===== src/rtl/pwm_timer_pkg.sv =====
package pwm_timer_pkg;

    typedef enum logic [1:0] {
        EVT_RISE  = 2'b00,
        EVT_FALL  = 2'b01,
        EVT_BOTH  = 2'b10,
        EVT_BOTH2 = 2'b11
    } evt_sel_e;

    typedef struct packed {
        logic rise;
        logic fall;
    } edge_t;

    function automatic logic evt_selected(input evt_sel_e sel, input edge_t e);
        case (sel)
            EVT_RISE: return e.rise;
            EVT_FALL: return e.fall;
            default:  return e.rise | e.fall;
        endcase
    endfunction

endpackage


===== src/rtl/pwm_tmr_count.sv =====
module pwm_tmr_count #(
    parameter int W = 24
) (
    input  logic         clk,
    input  logic         rst,
    input  logic         en,
    input  logic [W-1:0] reload_val,
    output logic [W-1:0] cnt_q,
    output logic [W-1:0] cnt_nxt
);

    always_comb begin
        if (!en)
            cnt_nxt = '0;
        else if (cnt_q == '0)
            cnt_nxt = reload_val;
        else
            cnt_nxt = cnt_q - 1'b1;
    end

    always_ff @(posedge clk) begin
        if (rst)
            cnt_q <= '0;
        else
            cnt_q <= cnt_nxt;
    end

endmodule


===== src/rtl/pwm_tmr_cmp.sv =====
module pwm_tmr_cmp
    import pwm_timer_pkg::*;
#(
    parameter int W = 24
) (
    input  logic         clk,
    input  logic         rst,
    input  logic         en,
    input  logic [W-1:0] cnt_nxt,
    input  logic [W-1:0] match_val,
    output logic         raw_q,
    output edge_t        edges
);

    logic raw_nxt;

    always_comb begin
        raw_nxt    = en && (cnt_nxt > match_val);
        edges.rise = en && raw_nxt && !raw_q;
        edges.fall = en && !raw_nxt && raw_q;
    end

    always_ff @(posedge clk) begin
        if (rst)
            raw_q <= 1'b0;
        else
            raw_q <= raw_nxt;
    end

endmodule


===== src/rtl/pwm_tmr_status.sv =====
module pwm_tmr_status
    import pwm_timer_pkg::*;
(
    input  logic     clk,
    input  logic     rst,
    input  evt_sel_e sel,
    input  edge_t    edges,
    input  logic     clr,
    input  logic     irq_en,
    output logic     stat_q,
    output logic     hit,
    output logic     irq
);

    always_comb begin
        hit = evt_selected(sel, edges);
        irq = stat_q & irq_en;
    end

    always_ff @(posedge clk) begin
        if (rst)
            stat_q <= 1'b0;
        else if (hit)
            stat_q <= 1'b1;
        else if (clr)
            stat_q <= 1'b0;
    end

endmodule


===== src/rtl/pwm_timer.sv =====
module pwm_timer
    import pwm_timer_pkg::*;
#(
    parameter int CNT_W = 16,
    parameter int PRE_W = 8
) (
    input  logic             clk,
    input  logic             rst,
    input  logic             en_i,
    input  logic             inv_i,
    input  logic [1:0]       evt_sel_i,
    input  logic             irq_en_i,
    input  logic [CNT_W-1:0] load_i,
    input  logic [PRE_W-1:0] load_ext_i,
    input  logic [CNT_W-1:0] match_i,
    input  logic [PRE_W-1:0] match_ext_i,
    input  logic             clr_i,
    output logic             pwm_o,
    output logic             irq_o
);

    localparam int FULL_W = CNT_W + PRE_W;

    logic [FULL_W-1:0] reload_full;
    logic [FULL_W-1:0] match_full;
    logic [FULL_W-1:0] cnt_q;
    logic [FULL_W-1:0] cnt_nxt;
    logic              raw_q;
    edge_t             edges;
    logic              stat_q;
    logic              evt_hit;
    evt_sel_e          sel;

    assign reload_full = {load_ext_i, load_i};
    assign match_full  = {match_ext_i, match_i};
    assign sel         = evt_sel_e'(evt_sel_i);

    pwm_tmr_count #(.W(FULL_W)) u_count (
        .clk        (clk),
        .rst        (rst),
        .en         (en_i),
        .reload_val (reload_full),
        .cnt_q      (cnt_q),
        .cnt_nxt    (cnt_nxt)
    );

    pwm_tmr_cmp #(.W(FULL_W)) u_cmp (
        .clk       (clk),
        .rst       (rst),
        .en        (en_i),
        .cnt_nxt   (cnt_nxt),
        .match_val (match_full),
        .raw_q     (raw_q),
        .edges     (edges)
    );

    pwm_tmr_status u_status (
        .clk    (clk),
        .rst    (rst),
        .sel    (sel),
        .edges  (edges),
        .clr    (clr_i),
        .irq_en (irq_en_i),
        .stat_q (stat_q),
        .hit    (evt_hit),
        .irq    (irq_o)
    );

    assign pwm_o = raw_q ^ inv_i;

endmodule


===== config.mk =====
export PLATFORM = sky130hd
export DESIGN_NAME = pwm_timer
export DESIGN_NICKNAME = d
export VERILOG_FILES = /design/src/rtl/pwm_timer_pkg.sv /design/src/rtl/pwm_tmr_count.sv /design/src/rtl/pwm_tmr_cmp.sv /design/src/rtl/pwm_tmr_status.sv /design/src/rtl/pwm_timer.sv
export SDC_FILE = /design/constraint.sdc
export NUM_CORES = 1
export LEC_CHECK = 0
export BUFFER_PORTS_ARGS = -buffer_cell sky130_fd_sc_hd__buf_2
export CAP_MARGIN = 20
export CORE_ASPECT_RATIO = 1.4
export CORE_MARGIN = 3
export CORE_UTILIZATION = 59
export CTS_CLUSTER_SIZE = 10
export DETAILED_ROUTE_END_ITERATION = 8
export MAX_ROUTING_LAYER = met4
export PLACE_DENSITY = 0.87
export SYNTH_ARGS = -nofsm -noshare
export SYNTH_HDL_FRONTEND = slang
export SYNTH_HIERARCHICAL = 1
export SYNTH_SLANG_ARGS = --single-unit

===== constraint.sdc =====
create_clock -name clk -period 5.7 [get_ports clk]
set_input_delay 0.285 -clock clk [delete_from_list [all_inputs] [get_ports clk]]
set_output_delay 0.285 -clock clk [all_outputs]
set_load 0.005 [all_outputs]

**Word level (Yosys, flattened, before mapping)**

Cells that the tools add are included.

- Input bits: 56
- Register bits after elaboration: 26
- Logic and storage cells: 24

- $add $sub $neg: 1
- Equal/unequal tests: 1
- Mux-type cells: 5
- $lt $le $gt $ge: 1
- Reductions and logical operators: 10
- Bitwise gates (word level): 3

Operator list:

| kind | number |
|---|---|
| 24-bit 2-to-1 mux | 2 |
| 24-bit greater-than comparator | 1 |
| 24-bit zero test | 1 |
| 24-bit by 1-bit subtractor with 24-bit output, second input constant | 1 |
| 1-bit logical AND | 5 |
| 2-bit by 1-bit equality test with 1-bit output, second input constant | 1 |
| 1-bit zero test | 2 |
| 2-bit zero test | 1 |
| 1-bit 2-to-1 mux | 2 |
| 1-bit one-hot mux with 2 select lines | 1 |
| 2-bit nonzero test | 1 |
| 1-bit AND | 1 |
| 1-bit bitwise OR | 1 |
| 1-bit bitwise XOR | 1 |

**Depth between registers and ports, before layout**

- Depth in word-level cells: 11
- Depth in mapped cells: 17
- Depth with buffers taken out: 16

**Cells and area by module**

Netlist, hierarchy kept.

By module, submodules not included:

| module | sequential area each (um^2) | area an instance (um^2) | cells each | instances |
|---|---|---|---|---|
| pwm_tmr_count | 480.5 | 1620.3 | 199 | 1 |
| pwm_tmr_cmp | 20.0 | 710.7 | 95 | 1 |
| pwm_tmr_status | 20.0 | 72.6 | 8 | 1 |
| pwm_timer | 0.0 | 8.8 | 1 | 1 |

**Worst setup path before layout**

No wires, ideal clock.

- Path type: register -> register
- Start point: reg u_count.cnt_q[18]
- End point: reg u_status.stat_q
- Data arrival time: 3268 ps
- Period minus slack after synthesis: 3383 ps
- Buffers on the path: 3
- Required time: 5585 ps
- Setup slack: 2317 ps
- Cell stages (with the launch flop): 16
- Path through: dfxtp_1 -> or4_1 -> buf_2 -> nor4_4 -> nand4_2 -> buf_6 -> buf_6 -> o211a_1 -> ha_1 -> nand4_2 -> nor4_4 -> o31ai_1 -> a31o_1 -> nor3b_2 -> a21oi_2 -> o21ba_1

RTL lines:

| what | RTL line | text |
|---|---|---|
| from (decl) | pwm_tmr_count.sv:8 | `output logic [W-1:0] cnt_q,` |
| from (signal assigned) | pwm_tmr_count.sv:25 | `cnt_q <= cnt_nxt;` |
| to (signal assigned) | pwm_tmr_status.sv:22 | `stat_q <= 1'b0;` |
| to (signal assigned) | pwm_tmr_status.sv:24 | `stat_q <= 1'b1;` |
| to (signal assigned) | pwm_tmr_status.sv:26 | `stat_q <= 1'b0;` |
| to (decl) | pwm_tmr_status.sv:10 | `output logic stat_q,` |

==> results.md <==
* Met2 wire length at roughly 3000 um
* Mean area per synthesized cell at between 7 and 8 sq um
* Count of instances resized after the clock tree is built at 0
* Fillcell total at between 300 and 400
* Count of state elements after synthesis at 26
* Count of antenna-violating nets left after detailed routing at 0
* Mean number of vias per cell at 5.917
* Highest achievable clock rate at approximately 240 MHz
* Peak supply drop at roughly 0.00054 V
* Max stage delay on crit path at 0.67 ns
* Worst Clk Skew at between 0.002 and 0.0025 ns
* Clock buffer depth at 2
* Share of the cycle needed by the critical path after routing at 0.7183
* Standard-cell row count at 26
* Total wire length after detailed routing at between 5000 and 6000 um
* Fraction of synthesis flops using an asynchronous set or reset pin at 0
* Slew @ Worst Pin at roughly 0.6 ns
* Total CTS buffers at 3
* Uppermost signal routing layer after detailed routing: met4
* Final critical delay including setup and external delays at between 4 and 5 ns
* Setup Buffers After CTS at 0
* Max Cap Viol at 0
* Data arrival time at the worst-slack endpoint at approximately 4.3 ns
* Clock tree from TritonCTS: built
* Cells after synthesis at ~300
* Proportion of netlist area held by the largest area contributor at 0.2158
* Top Ports at slightly below 60
* Cell at the root of the clock tree: clkbuf_8
* Final standard cell utilization of the core at 0.7199
* Placed inst area at between 2000 and 3000 sq um
* Number of distinct library cells after synthesis at 49
* Number of endpoints with negative hold slack in the final report at 0
* Clock latency at the later pin of the worst-skew pair at 0.26 ns
* Clock slew seen by the registers of the worst setup and hold paths at 0.09 ns
* Primary flip-flop cell chosen by synthesis mapping: dfxtp_1
* Total negative slack at 0 ns
* Outcome: finished, final reports clean
* Global routing usage summed across all routing layers at 0.2534
* DP Wirelength at 4591 um
* Leakage power total at around 1.4 nW
* Area of the mapped netlist at 2412 sq um
* Layout overhead on the synthesized area at 13.59%
* Worst EP required at just under 6 ns
* Largest net degree at the start of global routing at 31
* Detailed router's first-iteration violation count at 89
* Total overflow reported by the global router at 0
* Via count of the routed design at about 2,300
* Mean routed wirelength per cell at between 10 and 15 um
* Met3 routed WL at 243 um
* Effective utilization at floorplan at 0.6338
* Classification of the worst-slack hold path: in -> reg
* Overall power at approximately 1.8 mW
* Horizontal die dimension at 60.04 um
* Largest cells by area after synthesis: dfxtp_1, ha_1, a21oi_1
* Slew Limit Headroom at 0.5935
* CP dominant cell by count: nand4_2
* Post-route DRC violation count at 0
* Critical path class: reg -> reg
* Crit path cell chain: or4_1, nor4_4, nand4_2, buf_4, o21ai_0, a21oi_1, ha_1, nand4_2, nor3_2, nand2_1, and4_4, a31o_1, nor3b_2, a21oi_2, o21ba_1
* Antenna Cells at 0
* RSZ-0062 raised after global routing: false
* Yosys warnings at 6
* Number of global-route vias before repair at about 2,300
* Number of slew-limit violations in the final report at 0
* Sequential-to-total area share from yosys stat at 0.2158
* Kind of end point of the critical path: flip-flop
* First-pass DRT Iterations at 4
* Total of buffers placed on input and output ports at 57
* Setup slack of the worst register-to-register path at around 1.6 ns
* Number of nets produced by synthesis at a little under 400
* Global placer's final weighted congestion at about 0.82
* Synth area leader: dfxtp_1
* WHS at between 0.2 and 0.3 ns
* Number of buffers inserted by hold repair at cts at 0
* Share of final-layout standard cells stronger than drive strength 1 at 0.2203
* Power per cell area at 662.9 nW/um^2
* Number of enable flip-flop cells after synthesis at 0
* Number of clock sinks seen by CTS at 26
* Kind of launch point of the worst setup path: flip-flop
* Total Nets Final at around 440
* Slowest library cell on the worst path: or4_1
* Length of routed wiring on met1 at 2147 um
* Final Instance Area at between 2000 and 3000 sq um
* Initial antenna violation count at 0
* Global-route wire length before repair at roughly 9500 um
* Clock H-tree levels at 1
* Number of setup violations in the final report at 0
* Die Y at a little over 80 um
* Placeable core area at roughly 3800 sq um
* Die footprint at around 4900 sq um
* Crit path max fanout at 26
## worst max-delay path: cells and delay by family (launching register included)
family	cells	cell delay, ns
compound gates	5	0.68
fa+ha+maj	1	0.33
buf+inv	1	0.43
flops	1	0.33
simple gates	8	2.21
## synth_stat cells, types with 7 or more instances
master / instances
nor2_1: 29
inv_1: 28
dfxtp_1: 26
ha_1: 26
a21oi_1: 25
nand2_1: 19
o21ai_0: 15
nor2b_1: 12
o211a_1: 12
xor2_1: 9
mux2i_1: 8
nand4_1: 7
o21ai_1: 7
## routing by layer
layer / track usage / vias to the layer above
met5: - / -
met4: 0.09091 / 0
met3: 0.02516 / 12
met2: 0.4784 / 68
met1: 0.2636 / 1081
li1: - / 1182
## state kept, by name, indices dropped and copies added, names as in the netlist
signal           cells
u_cmp/raw_q          1
u_count/cnt_q       24
u_status/stat_q      1
## final cells by class
class                      count  area, sq um  share of cell area
clock buffer                   3        41.29             0.01507
inverter                      28        105.1             0.03836
multi-input combinational    238         1720              0.6279
sequential                    26        520.5              0.1900
tap                           42        52.55             0.01918
timing repair buffer          59        300.3              0.1096
## power by group
part | total [mW] | internal [mW] | switching [mW]
clock network | 0.102 | 0.0473 | 0.0546
registers | 0.334 | 0.250 | 0.0835
logic | 1.38 | 0.578 | 0.803
total | 1.82 | 0.875 | 0.941
## final timing paths
kind | to | start | cells past startpoint
worst max-delay path | u_status/stat_q | u_count/cnt_q[18] | 15
worst min-delay path | u_count/cnt_q[0] | load_i[0] | 2
worst max register to register | u_status/stat_q | u_count/cnt_q[18] | 15
worst min register to register | u_status/stat_q | u_status/stat_q | 2
## cells by family after synthesis
| group | after synthesis | share of synthesized area |
|---|---|---|
| flops | 26 | 0.2158 |
| simple gates | 114 | 0.2899 |
| xor+xnor | 15 | 0.05446 |
| compound gates | 75 | 0.2007 |
| fa+ha+maj | 26 | 0.1349 |
| mux | 8 | 0.03320 |
| buf+inv | 39 | 0.07106 |
## layout by cell type (no fill, tap or decap), types with 2 or more instances in the layout
| master | synthesis | final |
|---|---|---|
| inv_1 | 28 | 28 |
| nand4_1 | 7 | 7 |
| mux2i_1 | 8 | 8 |
| xor2_1 | 9 | 9 |
| nor2_1 | 29 | 29 |
| or3_1 | 2 | 2 |
| o211a_1 | 12 | 12 |
| o41ai_1 | 2 | 2 |
| nand3_1 | 6 | 6 |
| o21ai_0 | 15 | 15 |
| buf_4 | 0 | 2 |
| o211ai_1 | 3 | 3 |
| dfxtp_1 | 26 | 26 |
| and3_1 | 3 | 3 |
| nor3_1 | 5 | 5 |
| xnor2_1 | 6 | 6 |
| nor4_1 | 3 | 3 |
| ha_1 | 26 | 26 |
| nand3b_1 | 2 | 2 |
| nor3b_1 | 2 | 2 |
| nand4_2 | 2 | 2 |
| o31ai_1 | 4 | 4 |
| clkbuf_8 | 0 | 3 |
| buf_2 | 2 | 57 |
| and2_1 | 6 | 6 |
| nor4_4 | 3 | 3 |
| or2_2 | 2 | 2 |
| nor3_2 | 2 | 2 |
| a21oi_1 | 25 | 25 |
| o21ai_1 | 7 | 7 |
| nor2b_1 | 12 | 12 |
| nand2_1 | 19 | 19 |
## metrics by stage
| step | setup slack (ns) | std cells |
|---|---|---|
| 6_report | 1.605 | 396 |
| 5_1_grt | 1.296 | 396 |
| 4_1_cts | 1.622 | 395 |
| 3_5_place_dp | 1.648 | 392 |
| 3_3_place_gp | 1.768 | 392 |
| 2_1_floorplan | 2.317 | 303 |
Power figures use the tool's default switching activity.
